[src/rtl/qfe_pkg.sv]
package qfe_pkg;
    localparam int SLOT_W = 8;
    localparam int DATA_W = 8;
    localparam int SEL_W  = 3;

    typedef enum logic [SEL_W-1:0] {
        SEL_CLEAR  = 3'd0,
        SEL_QUEUE  = 3'd1,
        SEL_FILL   = 3'd2,
        SEL_FIRST  = 3'd3,
        SEL_LAST   = 3'd4,
        SEL_RANGE  = 3'd5,
        SEL_SRC_LO = 3'd6,
        SEL_SRC_HI = 3'd7
    } reg_sel_e;

    typedef enum logic [1:0] {
        ST_IDLE,
        ST_FILL,
        ST_READ,
        ST_WRITE
    } eng_state_e;
endpackage

[src/rtl/qfe_cmd_decode.sv]
module qfe_cmd_decode
    import qfe_pkg::*;
#(
    parameter int QUEUE_W = 8,
    localparam int ADDR_W = QUEUE_W + SLOT_W
) (
    input  logic              clk,
    input  logic              rst,
    input  logic              cmd_we,
    input  logic [SEL_W-1:0]  cmd_sel,
    input  logic [DATA_W-1:0] cmd_data,
    input  logic              busy,
    output logic              start,
    output logic              start_copy,
    output logic [QUEUE_W-1:0] job_queue,
    output logic [SLOT_W-1:0] job_first,
    output logic [SLOT_W-1:0] job_last,
    output logic [DATA_W-1:0] job_value,
    output logic [ADDR_W-1:0] job_src
);
    localparam logic [SLOT_W-1:0] SLOT_MAX = '1;

    typedef struct packed {
        logic [QUEUE_W-1:0] queue;
        logic [SLOT_W-1:0]  first;
        logic [SLOT_W-1:0]  last;
        logic [DATA_W-1:0]  src_lo;
    } param_t;

    param_t p_d, p_q;

    always_comb begin
        p_d        = p_q;
        start      = 1'b0;
        start_copy = 1'b0;
        job_queue  = p_q.queue;
        job_first  = p_q.first;
        job_last   = p_q.last;
        job_value  = cmd_data;
        job_src    = {cmd_data[QUEUE_W-1:0], p_q.src_lo};
        if (cmd_we && !busy) begin
            unique case (reg_sel_e'(cmd_sel))
                SEL_CLEAR: begin
                    start     = 1'b1;
                    job_queue = cmd_data[QUEUE_W-1:0];
                    job_first = '0;
                    job_last  = SLOT_MAX;
                    job_value = '0;
                end
                SEL_QUEUE:  p_d.queue  = cmd_data[QUEUE_W-1:0];
                SEL_FILL: begin
                    start     = 1'b1;
                    job_first = '0;
                    job_last  = SLOT_MAX;
                end
                SEL_FIRST:  p_d.first  = cmd_data;
                SEL_LAST:   p_d.last   = cmd_data;
                SEL_RANGE:  start      = 1'b1;
                SEL_SRC_LO: p_d.src_lo = cmd_data;
                SEL_SRC_HI: begin
                    start      = 1'b1;
                    start_copy = 1'b1;
                end
                default: ;
            endcase
        end
    end

    always_ff @(posedge clk) begin
        if (rst) p_q <= '0;
        else     p_q <= p_d;
    end
endmodule

[src/rtl/qfe_seq.sv]
module qfe_seq
    import qfe_pkg::*;
#(
    parameter int QUEUE_W = 8,
    localparam int ADDR_W = QUEUE_W + SLOT_W
) (
    input  logic               clk,
    input  logic               rst,
    input  logic               start,
    input  logic               start_copy,
    input  logic [QUEUE_W-1:0] job_queue,
    input  logic [SLOT_W-1:0]  job_first,
    input  logic [SLOT_W-1:0]  job_last,
    input  logic [DATA_W-1:0]  job_value,
    input  logic [ADDR_W-1:0]  job_src,
    output eng_state_e         state,
    output logic [QUEUE_W-1:0] cur_queue,
    output logic [SLOT_W-1:0]  cur_slot,
    output logic [DATA_W-1:0]  cur_value,
    output logic [ADDR_W-1:0]  cur_src,
    output logic               busy,
    output logic               done
);
    localparam logic [SLOT_W-1:0] SLOT_ONE = 1;
    localparam logic [ADDR_W-1:0] SRC_ONE  = 1;

    typedef struct packed {
        eng_state_e         state;
        logic [QUEUE_W-1:0] queue;
        logic [SLOT_W-1:0]  slot;
        logic [SLOT_W-1:0]  last;
        logic [DATA_W-1:0]  value;
        logic [ADDR_W-1:0]  src;
        logic               done;
    } seq_t;

    seq_t s_d, s_q;

    always_comb begin
        s_d      = s_q;
        s_d.done = 1'b0;
        unique case (s_q.state)
            ST_IDLE: begin
                if (start) begin
                    s_d.queue = job_queue;
                    s_d.slot  = job_first;
                    s_d.last  = job_last;
                    s_d.value = job_value;
                    s_d.src   = job_src;
                    if (job_last < job_first) s_d.done  = 1'b1;
                    else if (start_copy)      s_d.state = ST_READ;
                    else                      s_d.state = ST_FILL;
                end
            end
            ST_FILL: begin
                if (s_q.slot == s_q.last) begin
                    s_d.state = ST_IDLE;
                    s_d.done  = 1'b1;
                end else begin
                    s_d.slot = s_q.slot + SLOT_ONE;
                end
            end
            ST_READ: s_d.state = ST_WRITE;
            ST_WRITE: begin
                s_d.src = s_q.src + SRC_ONE;
                if (s_q.slot == s_q.last) begin
                    s_d.state = ST_IDLE;
                    s_d.done  = 1'b1;
                end else begin
                    s_d.slot  = s_q.slot + SLOT_ONE;
                    s_d.state = ST_READ;
                end
            end
            default: s_d.state = ST_IDLE;
        endcase
    end

    always_ff @(posedge clk) begin
        if (rst) begin
            s_q       <= '0;
            s_q.state <= ST_IDLE;
        end else begin
            s_q <= s_d;
        end
    end

    assign state     = s_q.state;
    assign cur_queue = s_q.queue;
    assign cur_slot  = s_q.slot;
    assign cur_value = s_q.value;
    assign cur_src   = s_q.src;
    assign busy      = (s_q.state != ST_IDLE);
    assign done      = s_q.done;
endmodule

[src/rtl/qfe_addr_gen.sv]
module qfe_addr_gen
    import qfe_pkg::*;
#(
    parameter int QUEUE_W = 8,
    localparam int ADDR_W = QUEUE_W + SLOT_W
) (
    input  eng_state_e         state,
    input  logic [QUEUE_W-1:0] cur_queue,
    input  logic [SLOT_W-1:0]  cur_slot,
    input  logic [DATA_W-1:0]  cur_value,
    input  logic [ADDR_W-1:0]  cur_src,
    input  logic [DATA_W-1:0]  mem_rdata,
    output logic [ADDR_W-1:0]  mem_addr,
    output logic               mem_re,
    output logic               mem_we,
    output logic [DATA_W-1:0]  mem_wdata
);
    logic [ADDR_W-1:0] slot_addr;

    // queue base is queue * 256: the queue number forms the upper bits
    assign slot_addr = {cur_queue, cur_slot};

    always_comb begin
        mem_addr  = slot_addr;
        mem_re    = 1'b0;
        mem_we    = 1'b0;
        mem_wdata = cur_value;
        unique case (state)
            ST_FILL:  mem_we = 1'b1;
            ST_READ: begin
                mem_addr = cur_src;
                mem_re   = 1'b1;
            end
            ST_WRITE: begin
                mem_we    = 1'b1;
                mem_wdata = mem_rdata;
            end
            default: ;
        endcase
    end
endmodule

[src/rtl/queue_fill_engine.sv]
module queue_fill_engine
    import qfe_pkg::*;
#(
    parameter int QUEUE_W = 8,
    localparam int ADDR_W = QUEUE_W + SLOT_W
) (
    input  logic              clk,
    input  logic              rst,
    input  logic              cmd_we,
    input  logic [SEL_W-1:0]  cmd_sel,
    input  logic [DATA_W-1:0] cmd_data,
    output logic              busy,
    output logic              done,
    output logic [ADDR_W-1:0] mem_addr,
    output logic              mem_re,
    output logic              mem_we,
    output logic [DATA_W-1:0] mem_wdata,
    input  logic [DATA_W-1:0] mem_rdata
);
    logic               start, start_copy;
    logic [QUEUE_W-1:0] job_queue, cur_queue;
    logic [SLOT_W-1:0]  job_first, job_last, cur_slot;
    logic [DATA_W-1:0]  job_value, cur_value;
    logic [ADDR_W-1:0]  job_src, cur_src;
    eng_state_e         state;

    qfe_cmd_decode #(.QUEUE_W(QUEUE_W)) u_dec (
        .clk(clk), .rst(rst), .cmd_we(cmd_we), .cmd_sel(cmd_sel),
        .cmd_data(cmd_data), .busy(busy), .start(start),
        .start_copy(start_copy), .job_queue(job_queue),
        .job_first(job_first), .job_last(job_last),
        .job_value(job_value), .job_src(job_src)
    );

    qfe_seq #(.QUEUE_W(QUEUE_W)) u_seq (
        .clk(clk), .rst(rst), .start(start), .start_copy(start_copy),
        .job_queue(job_queue), .job_first(job_first), .job_last(job_last),
        .job_value(job_value), .job_src(job_src), .state(state),
        .cur_queue(cur_queue), .cur_slot(cur_slot), .cur_value(cur_value),
        .cur_src(cur_src), .busy(busy), .done(done)
    );

    qfe_addr_gen #(.QUEUE_W(QUEUE_W)) u_agen (
        .state(state), .cur_queue(cur_queue), .cur_slot(cur_slot),
        .cur_value(cur_value), .cur_src(cur_src), .mem_rdata(mem_rdata),
        .mem_addr(mem_addr), .mem_re(mem_re), .mem_we(mem_we),
        .mem_wdata(mem_wdata)
    );
endmodule

[config.mk]
export PLATFORM = sky130hd
export DESIGN_NAME = queue_fill_engine
export DESIGN_NICKNAME = d
export VERILOG_FILES = /design/src/rtl/qfe_pkg.sv /design/src/rtl/qfe_cmd_decode.sv /design/src/rtl/qfe_seq.sv /design/src/rtl/qfe_addr_gen.sv /design/src/rtl/queue_fill_engine.sv
export SDC_FILE = /design/constraint.sdc
export NUM_CORES = 1
export LEC_CHECK = 0
export BUFFER_PORTS_ARGS = -buffer_cell sky130_fd_sc_hd__buf_4
export CORE_MARGIN = 2
export CORE_UTILIZATION = 63
export DETAILED_ROUTE_END_ITERATION = 10
export PLACE_DENSITY_LB_ADDON = 0.08
export RECOVER_POWER = 100
export SLEW_MARGIN = 0
export SYNTH_ARGS = -nofsm -noshare
export SYNTH_HDL_FRONTEND = slang
export SYNTH_SLANG_ARGS = --single-unit
[constraint.sdc]
create_clock -name clk -period 4.9 [get_ports clk]
set_input_delay 0.735 -clock clk [delete_from_list [all_inputs] [get_ports clk]]
set_output_delay 0.735 -clock clk [all_outputs]
set_load 0.01 [all_outputs]
* Word-level counts from Yosys, hierarchy flattened
Index checks and enable logic that the tools add are counted.
W data, S select, Z words.
** Word-level totals
- Register bits after elaboration :: 83
- Input port bits :: 22
- Output and inout port bits :: 28
- Word-level logic and storage cells :: 75
** Cells by class
- Add/sub/neg operators :: 2
- $lt $le $gt $ge :: 1
- Equality and inequality tests :: 15
- Multiplexer cells :: 28
- Reductions and logical operators :: 18
** Operators by type and width (count)
- $mux W8 :: 10
- $mux W51 :: 1
- $pmux W16 S2 :: 1
- $add A16 B1 Y16 const B :: 1
- $mux W16 :: 1
- $pmux W8 S2 :: 1
- $eq A3 B3 Y1 const B :: 4
- $reduce_and A2 Y1 :: 6
- $add A8 B1 Y8 const B :: 1
- $eq A8 B8 Y1 :: 1
- $lt A8 B8 Y1 :: 1
- $mux W1 :: 8
- $mux W2 :: 4
- $ne A2 B2 Y1 const B :: 4
- $pmux W2 S4 :: 1
- $eq A3 B2 Y1 const B :: 2
- $reduce_and A3 Y1 :: 2
- $reduce_bool A2 Y1 :: 3
- $eq A2 B2 Y1 const B :: 2
- $reduce_or A2 Y1 :: 2
- $reduce_or A4 Y1 :: 1
- $eq A3 B1 Y1 const B :: 1
- $logic_not A3 Y1 :: 1
- $eq A2 B1 Y1 const B :: 1
- 4 further kinds :: 4

* Longest topological paths before layout
Gate-level depths: netlist (run 1).
- Word-level depth :: 8
- Mapped depth :: 11
- Depth with buffers taken out :: 9

* Modules after synthesis
From an unflattened synthesis (run 1), not the netlist that was laid out.
** Second synthesis, totals
- Cells, all modules :: 601
- Area, all modules :: 5149.9 µm²
** Modules (own cells, without submodules)
- qfe_seq :: instances 1, cells each 395, area an instance 3062.9 µm², seq. area each 1021.0 µm²
- qfe_cmd_decode :: instances 1, cells each 177, area an instance 1746.7 µm², seq. area each 640.6 µm²
- qfe_addr_gen :: instances 1, cells each 29, area an instance 340.3 µm², seq. area each 0.0 µm²

* Least setup slack after synthesis (run 1)
No wires, ideal clock.
- Path type :: input port to flip-flop
- Start point :: input cmd_we
- End point :: register u_seq.state[1] (netlist name)
- Setup time :: 0.128 ns
- Arrival :: 2.611 ns
- Required time :: 4.772 ns
- Setup slack :: 2.162 ns
- Stages on the path :: 10
- Buffers on the path :: 1
- Cell sequence :: nor3b_2 > nand2_1 > clkbuf_1 > nand2_1 > ha_1 > a21o_1 > a21o_1 > a221oi_1 > o32a_1 > nor2_1
** On the way
- Cells in the longest elaborated chain, start to end :: 6
- Elaborated cells on any way between the ends :: 13
- Classes of those cells :: order compare: 1; eq/ne: 2; mux: 8; reduce/logical: 2
** RTL lines
- start: declaration :: RTL line queue_fill_engine.sv:9 : input logic cmd_we,
- $logic_and A1 B1 Y1 (*) :: RTL line qfe_cmd_decode.sv:41 : if (cmd_we && !busy) begin
- branches (longest 5 deep; another with $lt A8 B8 Y1)
Every way passes the cells marked *. The select of a mux whose other input is x is not followed.
A chain may end at the register's enable or synchronous reset.

* Final worst setup path (run 1)
- Start point :: register u_seq.state[0] (netlist name)
- End point :: output mem_addr[11]
** On the way
- Cells in the longest elaborated chain, start to end :: 2
** RTL lines
- $eq A2 B2 Y1 :: RTL line qfe_addr_gen.sv:28 : unique case (state)
- $mux W16 :: RTL line qfe_addr_gen.sv:28
- end: declaration :: RTL line queue_fill_engine.sv:14 : output logic [ADDR_W-1:0] mem_addr,
No other way between the ends.

==> metrics.md, run 1 <==
| Metric | Value |
|---|---|
| Synth cell types | 52 |
| Initial antenna violation count | 0 |
| Synth warnings | 0 |
| TritonCTS clock tree | built |
| Fin crit share | 72.7% |
| First-pass GRT wire length | 17.8 mm |
| Fin. Hold Viols | 0 |
| Slowest stage delay, CP | 0.71 ns |
| Fin util | 71.7% |
| Most frequent cells in the layout | nand2_1, dfxtp_1, nor2_1 |
| Synth area leaders | dfxtp_1, mux2i_1, nand2_1 |
| Post-Syn Instances | 529 |
| GRT Overall Usage | 31.0% |
| Skew-Pair Late Insertion Delay | 0.35 ns |
| Number of cell rows | 29 |
| DR vias | 3948 |
| Crit path time final | 3.56 ns |
| Crit path capture type | output pin |
| Starting density of the core | 65.7% |
| Worst-path cell chain | nand2b_1, clkinv_1, nand2_1, nand2_1, clkbuf_1 |
| Die W | 85.8 µm |
| Reg clk slew, reported paths | 0.08 ns |
| Vert. Die Dim | 85.8 µm |
| Setup violators final | 0 |
| Maximum vdd drop | 0.219 mV |
| Tightest Pin Transition | 1.53 ns |
| Fraction of the yosys area taken by sequential cells | 39.4% |
| Failing checks | design-rule violations, max-capacitance violations, max-slew violations |
| Ports | 50 |
| DR pass1 iterations | 11 |
| Post-CTS setup repair buffer count | 0 |
| N_diodes | 0 |
| Hold WC Path Type | flop to flop |
| Critical Path Fanout Max | 18 |
| # clock sinks | 83 |
| Pwr/cell area | 316 mW/mm² |
| Largest net degree at the start of global routing | 86 |
| DRT iter0 DRCs | 384 |
| Crit path top cell by count | nand2_1 |
| Placer's final routability congestion estimate | 0.924 |
| Htree depth | 3 |
| Max_cap viols | 1 |
| CTS root buffer | clkbuf_8 |
| Leakage | 2.01 nW |
| Most common cell after layout, fill and taps aside | nand2_1 |
| GRT overflow | 0 |
| Most used flip-flop cell after synthesis | dfxtp_1 |
| Vias in the first global route | 3592 |
| Synthesis-stage register bit count | 83 |
| Setup TNS | 0 ns |
| Remaining DRCs | 5 |
| Vias/cell | 6.21 |
| Final Non-Filler Cells | 636 |
| CP startpoint kind | flop |
| Final WL | 11.0 mm |
| Power Total | 1.45 mW |
| Antenna viol nets, final | 0 |
| Asr flop ratio synth | 0% |
| PortBufs | 49 |
| Placed Cells | 621 |
| Post-synth top area cell | dfxtp_1 |
| Max Freq | 0.281 GHz |
| Die area | 0.00737 mm² |
| Worst path slowest cell | dfxtp_1 |
| Layout Nets | 586 |
| Mean Syn Cell Area | 7.98 µm² |
| CTS-repair resized insts | 0 |
| Post-synth EDFFs | 0 |
| Cts hold-fix bufs | 0 |
| DPL Wire Length | 7.69 mm |
| Path type of the worst setup path | flop to output pin |
| Status | complete, but fails checks |
| Share of layout cells above drive strength 1 | 6.98% |
| Syn Nets | 560 |
| Worst endpoint data arrival time | 2.83 ns |
| Clk buf depth | 2 |
| CTS buffer count | 9 |
| Routed len/inst | 17.2 µm |
| Layout area overhead | 9.10% |
| Final Max Slew Viols | 26 |
| Mapped Area | 0.00422 mm² |
| Slew headroom | -2.11% |
| Post-synth top area share | 39.4% |
| CP required | 4.16 ns |
| Clk_skew | 0.00715 ns |
| Core area | 0.00642 mm² |
| RSZ-0062 raised after global routing | false |
## worst max-delay path: cells and delay by family (launching register included)
| family | cells | cell delay, ns |
|---|---|---|
| buf+inv | 2 | 0.78 |
| simple gates | 3 | 0.99 |
| flops | 1 | 0.71 |
## power breakdown
part,switching (mW),internal [mW]
clock network,0.240,0.247
logic,0.140,0.0881
registers,0.0319,0.708
## metal layers
layer	GRT usage, %	vias to the layer above	wire length (µm)
met3	5.10	26	851
met4	12.8	0	218
met2	44.8	161	4720
li1	-	1904	-
met1	46.0	1857	5170
met5	0	-	0
## Yosys cell counts (all sizes together) (6+ instances only)
| library cell | number |
|---|---|
| ha | 9 |
| a21oi | 30 |
| o21ai | 8 |
| nand3 | 17 |
| xnor2 | 10 |
| dfxtp | 83 |
| nor2 | 72 |
| mux2i | 42 |
| nand4 | 9 |
| nand2b | 10 |
| a221oi | 6 |
| a211oi | 11 |
| a22oi | 7 |
| nor3 | 17 |
| clkbuf | 22 |
| nand2 | 97 |
| buf | 14 |
## per-stage QoR
step	setup slack [ns]	cell area [µm²]	hold slack (ns)
finish	1.34	4600	0.463
global route	1.08	4600	0.478
CTS	1.40	4730	0.465
detailed placement	1.65	4540	0.449
global placement	1.74	4540	0.439
floorplan	2.16	4220	0.432
## final timing paths
path,endpoint,startpoint,cells past startpoint,slack [ns]
worst min register to register,u_seq.cur_value[3]$_SDFFE_PP0P_,u_seq.cur_value[3]$_SDFFE_PP0P_,2,0.46
worst min-delay path,u_seq.cur_value[3]$_SDFFE_PP0P_,u_seq.cur_value[3]$_SDFFE_PP0P_,2,0.46
worst max register to register,u_seq.cur_queue[0]$_SDFFE_PP0P_,u_seq.state[0]$_SDFFE_PP0P_,5,1.38
worst max-delay path,mem_addr[11],u_seq.state[0]$_SDFFE_PP0P_,5,1.34
## layout make-up
type	count	area [µm²]
fill	570	1820
sequential	83	1660
multi-input combinational	405	2360
clock buffer	11	141
tap	77	96.3
clock inverter	4	51.3
inverter	5	18.8
timing repair buffer	51	270
## sequential cells by signal (all words and copies together), names as in the netlist
name             flops
u_seq.cur_slot       8
u_seq.s_q            8
u_seq.cur_value      8
u_dec.p_q           24
u_seq.cur_queue      8
u_dec.job_src        8
u_seq.cur_src       16
u_seq.state          2
u_seq.done           1
## cells by family (layout without fill, tap and decap cells)
logic type,after synthesis,count (layout),synth area share (%)
AO/OA/AOI/OAI,89,89,14.0
flip-flops,83,83,39.4
XOR/XNOR,12,12,2.49
AND/OR/NAND/NOR,253,253,27.2
adder cells (fa/ha/maj),9,9,2.67
multiplexers,42,42,9.96
buffers and inverters,41,71,4.30
Note: power is estimated with default switching activity, not from simulation.
==> run 2, diff against run 1 <==
--- a/config.mk
+++ b/config.mk
@@ -7,7 +7,7 @@
 export LEC_CHECK = 0
 export BUFFER_PORTS_ARGS = -buffer_cell sky130_fd_sc_hd__buf_4
 export CORE_MARGIN = 2
-export CORE_UTILIZATION = 63
+export CORE_UTILIZATION = 58
 export DETAILED_ROUTE_END_ITERATION = 10
 export PLACE_DENSITY_LB_ADDON = 0.08
 export RECOVER_POWER = 100
==> constraint.sdc (replaced) <==
create_clock -name clk -period 3.6 [get_ports clk]
set_input_delay 0.54 -clock clk [delete_from_list [all_inputs] [get_ports clk]]
set_output_delay 0.54 -clock clk [all_outputs]
set_load 0.01 [all_outputs]
==> run 2 against run 1 <==
Net effect: the flow now finishes without violations; register-to-register slack worse by 0.80 ns; largest cell class unchanged; clock power grew 25%; non-clock buffer count up 3; via count is 0.68% lower; die area increased by 8.2%; cell count is 4.1% higher; routed wire length up 0.39%; highest routed layer unchanged.
==> metrics.md, run 2 (same netlist as run 1, synthesis figures left out) <==
| Metric | Value |
|---|---|
| Status | finished, final reports clean |
| Die area | 0.00797 mm² (+8.2%) |
| Clk_skew | 0.0125 ns (+0.00533 ns) |
| Die W | 89.3 µm (+4.0%) |
| Sequential power share | 52.2% (+1.3 points) |
| GRT overflow | 0 (unchanged) |
| Switching part of the total | 30.5% (+2.2 points) |
| CTS root buffer | clkbuf_8 |
| Path type of the worst setup path | flop to flop |
| Remaining DRCs | 0 (-5) |
| Worst Setup SP | u_seq.state[0]$_SDFFE_PP0P_ |
| Clk buf depth | 2 (unchanged) |
| Worst hold endpoint | u_seq.cur_value[0]$_SDFFE_PP0P_ |
| Ports | 50 (unchanged) |
| Worst hold stages | 2 (unchanged) |
| CP startpoint kind | flop |
| Slowest stage delay, CP | 0.48 ns (-0.23 ns) |
| Clock power frac | 31.5% (-2.0 points) |
| DR vias | 3921 (-0.68%) |
| Crit path top cell by count | a21o_1 |
| DPL Wire Length | 7.74 mm (+0.62%) |
| Crit path time final | 3.02 ns |
| Number of cell rows | 31 (+6.9%) |
| Worst path slowest cell | dfxtp_1 |
| CTS-repair resized insts | 0 (unchanged) |
| Worst endpoint data arrival time | 3.22 ns (+0.39 ns) |
| DR pass1 iterations | 5 (-6) |
| GRT Overall Usage | 29.1% (-2.0 points) |
| First-pass GRT wire length | 17.7 mm (-0.73%) |
| Routed len/inst | 16.6 µm (-3.6%) |
| Hold WC Path Type | flop to flop |
| Crit path capture type | flop |
| Max Freq | 0.332 GHz |
| Htree depth | 3 (unchanged) |
| Layout area overhead | 9.90% |
| Max_cap viols | 0 (-1) |
| Vert. Die Dim | 89.3 µm (+4.0%) |
| Fin. Hold Viols | 0 (unchanged) |
| DRT iter0 DRCs | 295 (-23%) |
| Max FFs per register | 24 (unchanged) |
| Fill cells | 697 (+22%) |
| Most common cell after layout, fill and taps aside | nand2_1 |
| RSZ-0062 raised after global routing | false |
| Skew-Pair Late Insertion Delay | 0.36 ns (about the same) |
| Slew headroom | 22.7% (+25 points) |
| Reg clk slew, reported paths | 0.08 ns (about the same) |
| PortBufs | 49 (unchanged) |
| Net switching power figure | 588 µW (+43%) |
| Combinational power share | 16.3% (+0.6 points) |
| TritonCTS clock tree | built |
| Post-route cell area | 0.00464 mm² (+0.73%) |
| Maximum vdd drop | 0.472 mV (+120%) |
| # clock sinks | 83 (unchanged) |
| Final Max Slew Viols | 0 (-100%) |
| Largest Register | u_dec.p_q |
| Worst-path cell chain | nor3b_2, nand2_1, nand2b_1, ha_1, a21o_1, a21o_1, a221oi_1, o32a_1, nor2_1 |
| FF-to-FF setup slack | 0.58 ns (-0.80 ns) |
| R2R cell count | 9 (+4) |
| Worst R2R Start | u_seq.state[0]$_SDFFE_PP0P_ |
| N_diodes | 0 (unchanged) |
| Most frequent cells in the layout | nand2_1, dfxtp_1, nor2_1 |
| Placed instance area | 0.00459 mm² (+1.1%) |
| Largest net degree at the start of global routing | 86 (unchanged) |
| Hold_sp | u_seq.cur_value[0]$_SDFFE_PP0P_ |
| Final WL | 11.0 mm (+0.39%) |
| Core area | 0.00714 mm² (+11%) |
| Leakage | 2.01 nW (+0.25%) |
| Setup violators final | 0 (unchanged) |
| Int Pwr | 1.34 mW (+28%) |
| CP required | 3.80 ns (-0.36 ns) |
| Post-CTS setup repair buffer count | 0 (unchanged) |
| R2r endpoint | u_seq.state[1]$_SDFFE_PP0P_ |
| Area of the multi-input gates | 0.00237 mm² (+0.21%) |
| Starting density of the core | 59.1% (-6.6 points) |
| Initial antenna violation count | 0 (unchanged) |
| Critical Path Fanout Max | 17 (-1) |
| Share of layout cells above drive strength 1 | 7.82% (+0.84 points) |
| Antenna viol nets, final | 0 (unchanged) |
| Vias/cell | 5.92 (-4.6%) |
| Tightest Pin Transition | 1.15 ns (-0.381 ns) |
| Setup TNS | 0 ns (unchanged) |
| Layout Nets | 589 (+0.51%) |
| Placer's final routability congestion estimate | 1.01 (+9.6%) |
| Cts hold-fix bufs | 0 (unchanged) |
| Vias in the first global route | 3515 (-2.1%) |
| Sequential cell area | 0.00166 mm² (unchanged) |
| Fin crit share | 83.8% |
| Pwr/cell area | 416 mW/mm² (+32%) |
| Fin util | 65.0% (-6.7 points) |
| CTS buffer count | 9 (unchanged) |
## run 2: cell count changes in the layout (fill, tap and decap cells not counted), sizes merged
cell      change
clkinv        +1
inv           +2
clkinvlp      +1
clkbuf        -1
bufinv        -1
buf           +2
## run 2: per-stage QoR
step	hold slack (ns)	total power [mW]	std cells	setup slack, ns
global placement	0.439	1.35	646	0.674
CTS	0.456	1.96	662	0.666
floorplan	0.432	1.24	529	1.06
finish	0.456	1.93	662	0.585
detailed placement	0.443	1.36	646	0.559
global route	0.467	2.02	662	0.344
## run 2: per-layer routing
metal  global-route usage, %  routed length, µm  vias to the layer above  part of all wire, %
met1                    41.1               5060                     1839                   46
met2                    44.6               4980                      162                   45
met5                       0                  0                        -                    0
li1                        -                  -                     1907                    -
met4                    6.92                142                        0                  1.3
met3                    7.76                820                       13                  7.4
## run 2: worst max path at each step
stage | endpoint
floorplan | u_seq.state[1]$_SDFFE_PP0P_
global placement | u_seq.state[1]$_SDFFE_PP0P_
detailed placement | u_seq.state[1]$_SDFFE_PP0P_
CTS | u_seq.state[1]$_SDFFE_PP0P_
global route | u_seq.done$_SDFF_PP0_
finish | u_seq.state[1]$_SDFFE_PP0P_
## run 2: critical path: cells and delay by family (launching register included)
family | cells | cell delay (ns)
adder cells (fa/ha/maj) | 1 | 0.26
AO/OA/AOI/OAI | 4 | 1.01
flip-flops | 1 | 0.48
AND/OR/NAND/NOR | 4 | 1.11
## run 2: power groups by stage
stage	registers (mW)	clock network (mW)	logic, mW
3_3_place_gp	1.03	0	0.324
2_1_floorplan	1.01	0	0.226
4_1_cts	1.01	0.619	0.333
5_1_grt	1.01	0.657	0.349
6_report	1.01	0.608	0.314
3_5_place_dp	1.03	0	0.331
## run 2: layout make-up
| class | instances | share of cell area, % |
|---|---|---|
| tap | 99 | 2.67 |
| timing repair buffer | 54 | 6.23 |
| clock inverter | 7 | 1.11 |
| clock buffer | 9 | 2.67 |
| sequential | 83 | 35.8 |
| inverter | 5 | 0.405 |
| multi-input combinational | 405 | 51.1 |
==> run 3, diff against run 2 <==
--- a/config.mk
+++ b/config.mk
@@ -7,7 +7,7 @@
 export LEC_CHECK = 0
 export BUFFER_PORTS_ARGS = -buffer_cell sky130_fd_sc_hd__buf_4
 export CORE_MARGIN = 2
-export CORE_UTILIZATION = 58
+export CORE_UTILIZATION = 53
 export DETAILED_ROUTE_END_ITERATION = 10
 export PLACE_DENSITY_LB_ADDON = 0.08
 export RECOVER_POWER = 100
==> constraint.sdc (replaced) <==
create_clock -name clk -period 2.7 [get_ports clk]
set_input_delay 0.405 -clock clk [delete_from_list [all_inputs] [get_ports clk]]
set_output_delay 0.405 -clock clk [all_outputs]
set_load 0.01 [all_outputs]
==> run 3 against run 2 <==
Net effect: flip-flop and latch count did not move; first-iteration DRC count up 11%; via count is 1.1% higher; sequential power increased by 33%; utilization is 3.7 points lower; non-clock buffer count up 8; total power up 43%; design area grew 2.1%; cell count increased by 1.5%; critical path type unchanged; largest power group unchanged.
==> metrics.md, run 3 (same netlist as run 1, synthesis figures left out) <==
| Metric | Value |
|---|---|
| Layout area overhead | 12.2% |
| Routed len/inst | 17.1 µm (+2.9%) |
| Die area | 0.00869 mm² (+9.0%) |
| DR pass1 iterations | 5 (unchanged) |
| Vias in the first global route | 3620 (+3.0%) |
| PortBufs | 49 (unchanged) |
| Pwr/cell area | 581 mW/mm² (+40%) |
| Cts hold-fix bufs | 0 (unchanged) |
| GRT overflow | 0 (unchanged) |
| Antenna viol nets, final | 0 (unchanged) |
| Max Freq | 0.404 GHz (+22%) |
| Placer's final routability congestion estimate | 0.890 (-12%) |
| Fill cells | 736 (+5.6%) |
| Clock power frac | 35.7% (+4.2 points) |
| Clk_skew | 0.00725 ns (-0.00523 ns) |
| Number of cell rows | 32 (+3.2%) |
| Largest net degree at the start of global routing | 46 (-47%) |
| CTS-repair resized insts | 0 (unchanged) |
| N_diodes | 0 (unchanged) |
| Path type of the worst setup path | flop to flop |
| Htree depth | 3 (unchanged) |
| Switching part of the total | 27.6% (-2.9 points) |
| # clock sinks | 83 (unchanged) |
| Tightest Pin Transition | 1.05 ns (-0.0973 ns) |
| Post-CTS setup repair buffer count | 0 (unchanged) |
| RSZ-0062 raised after global routing | false |
| Die W | 93.2 µm (+4.4%) |
| Worst endpoint data arrival time | 2.72 ns (-0.50 ns) |
| Fin. Hold Viols | 0 (unchanged) |
| GRT Overall Usage | 27.8% (-1.3 points) |
| First-pass GRT wire length | 18.8 mm (+5.9%) |
| DPL Wire Length | 8.18 mm (+5.8%) |
| Final WL | 11.5 mm (+4.5%) |
| Area of the multi-input gates | 0.00237 mm² (unchanged) |
| Vias/cell | 5.90 (-0.43%) |
| Critical Path Fanout Max | 14 (-3) |
| Leakage | 2.07 nW (+3.0%) |
| Remaining DRCs | 0 (unchanged) |
| Setup TNS | 0 ns (unchanged) |
| Hold WC Path Type | primary input to flop |
| Worst setup margin | 0.224 ns (-0.361 ns) |
| Int Pwr | 1.99 mW (+49%) |
| CTS buffer count | 9 (unchanged) |
| DR vias | 3963 (+1.1%) |
| Status | finished, final reports clean |
| Max_cap viols | 0 (unchanged) |
| Power Total | 2.75 mW (+43%) |
| Share of layout cells above drive strength 1 | 8.95% (+1.1 points) |
| Sequential cell area | 0.00166 mm² (unchanged) |
| Crit path capture type | flop |
| Combinational power share | 15.7% (-0.6 points) |
| CP required | 2.94 ns (-0.86 ns) |
| Slew headroom | 29.2% (+6.5 points) |
| Largest Register | u_dec.p_q |
| Crit path time final | 2.48 ns (-0.539 ns) |
| Clk buf depth | 2 (unchanged) |
| Reg clk slew, reported paths | 0.08 ns (about the same) |
| Max FFs per register | 24 (unchanged) |
| Maximum vdd drop | 0.345 mV (-27%) |
| Starting density of the core | 54.6% (-4.5 points) |
| TritonCTS clock tree | built |
| Initial antenna violation count | 0 (unchanged) |
| Layout Nets | 597 (+1.4%) |
| Ports | 50 (unchanged) |
| DRT iter0 DRCs | 328 (+11%) |
| Net switching power figure | 761 µW (+29%) |
| CTS root buffer | clkbuf_8 |
| Most common cell after layout, fill and taps aside | nand2_1 |
| Setup violators final | 0 (unchanged) |
| Core area | 0.00773 mm² (+8.3%) |
| Most frequent cells in the layout | nand2_1, dfxtp_1, nor2_1 |
| Vert. Die Dim | 93.2 µm (+4.4%) |
| Sequential power share | 48.6% (-3.6 points) |
| Final Max Slew Viols | 0 (unchanged) |
| Skew-Pair Late Insertion Delay | 0.35 ns (about the same) |
| CP startpoint kind | flop |
| Dpl ws | 0.000627 ns (-0.558 ns) |
| Fin crit share | 91.7% (+7.9 points) |
## run 3: cell count changes in the layout (fill, tap and decap cells not counted)
cell	before	now
buf_4	23	29
bufinv_16	0	2
clkbuf_2	0	2
inv_6	2	0
and2_0	2	3
and2_1	3	2
clkbuf_8	9	10
clkinv_4	1	0
clkinvlp_4	2	1
## run 3: worst paths after layout
| check | start | end | slack (ns) | cells past startpoint |
|---|---|---|---|---|
| worst max-delay path | u_seq.state[1]$_SDFFE_PP0P_ | u_seq.state[0]$_SDFFE_PP0P_ | 0.22 | 9 |
| worst max register to register | u_seq.state[1]$_SDFFE_PP0P_ | u_seq.state[0]$_SDFFE_PP0P_ | 0.22 | 9 |
| worst min register to register | u_seq.cur_value[3]$_SDFFE_PP0P_ | u_seq.cur_value[3]$_SDFFE_PP0P_ | 0.45 | 2 |
| worst min-delay path | cmd_data[1] | u_seq.cur_value[1]$_SDFFE_PP0P_ | 0.37 | 3 |
## run 3: final cells by class
cell class              count  area share [%]
clock buffers              10            2.91
well taps                 102            2.69
clock inverters             5            1.64
repair buffers             62            7.26
inverters                   5           0.396
multi-input cells         405            50.0
flip-flops and latches     83            35.1
## run 3: per-layer routing
metal | global-route usage (%) | share of wire, % | vias up
met4 | 6.37 | 0.82 | 0
met3 | 5.08 | 7.2 | 9
met2 | 43.0 | 44 | 144
met5 | 0 | 0 | -
li1 | - | - | 1924
met1 | 40.3 | 48 | 1886
## run 3: worst max-delay path, cell delays in order (launching register included)
cell      delay [ns]
dfxtp_1         0.32
nor3b_2         0.21
nand2_1         0.30
nand2b_1        0.23
ha_1            0.26
a21o_1          0.18
a21o_1          0.18
a221oi_1        0.43
a31oi_1         0.12
mux2i_1         0.15
## run 3: power by group through the flow
stage	logic, mW	clock network, mW	registers, mW
2_1_floorplan	0.301	0	1.35
3_3_place_gp	0.452	0	1.36
6_report	0.432	0.983	1.34
3_5_place_dp	0.460	0	1.37
4_1_cts	0.462	0.994	1.34
5_1_grt	0.485	1.05	1.35
## run 3: metrics by stage
stage	utilization [%]	instances	instance area (µm²)	hold WS, ns
final	61.3	672	4740	0.373
after detailed placement	60.2	657	4650	0.445
after global placement	60.2	657	4650	0.442
after CTS	63.0	672	4870	0.362
after global routing	61.3	672	4740	0.371
after floorplan	-	529	4220	0.432
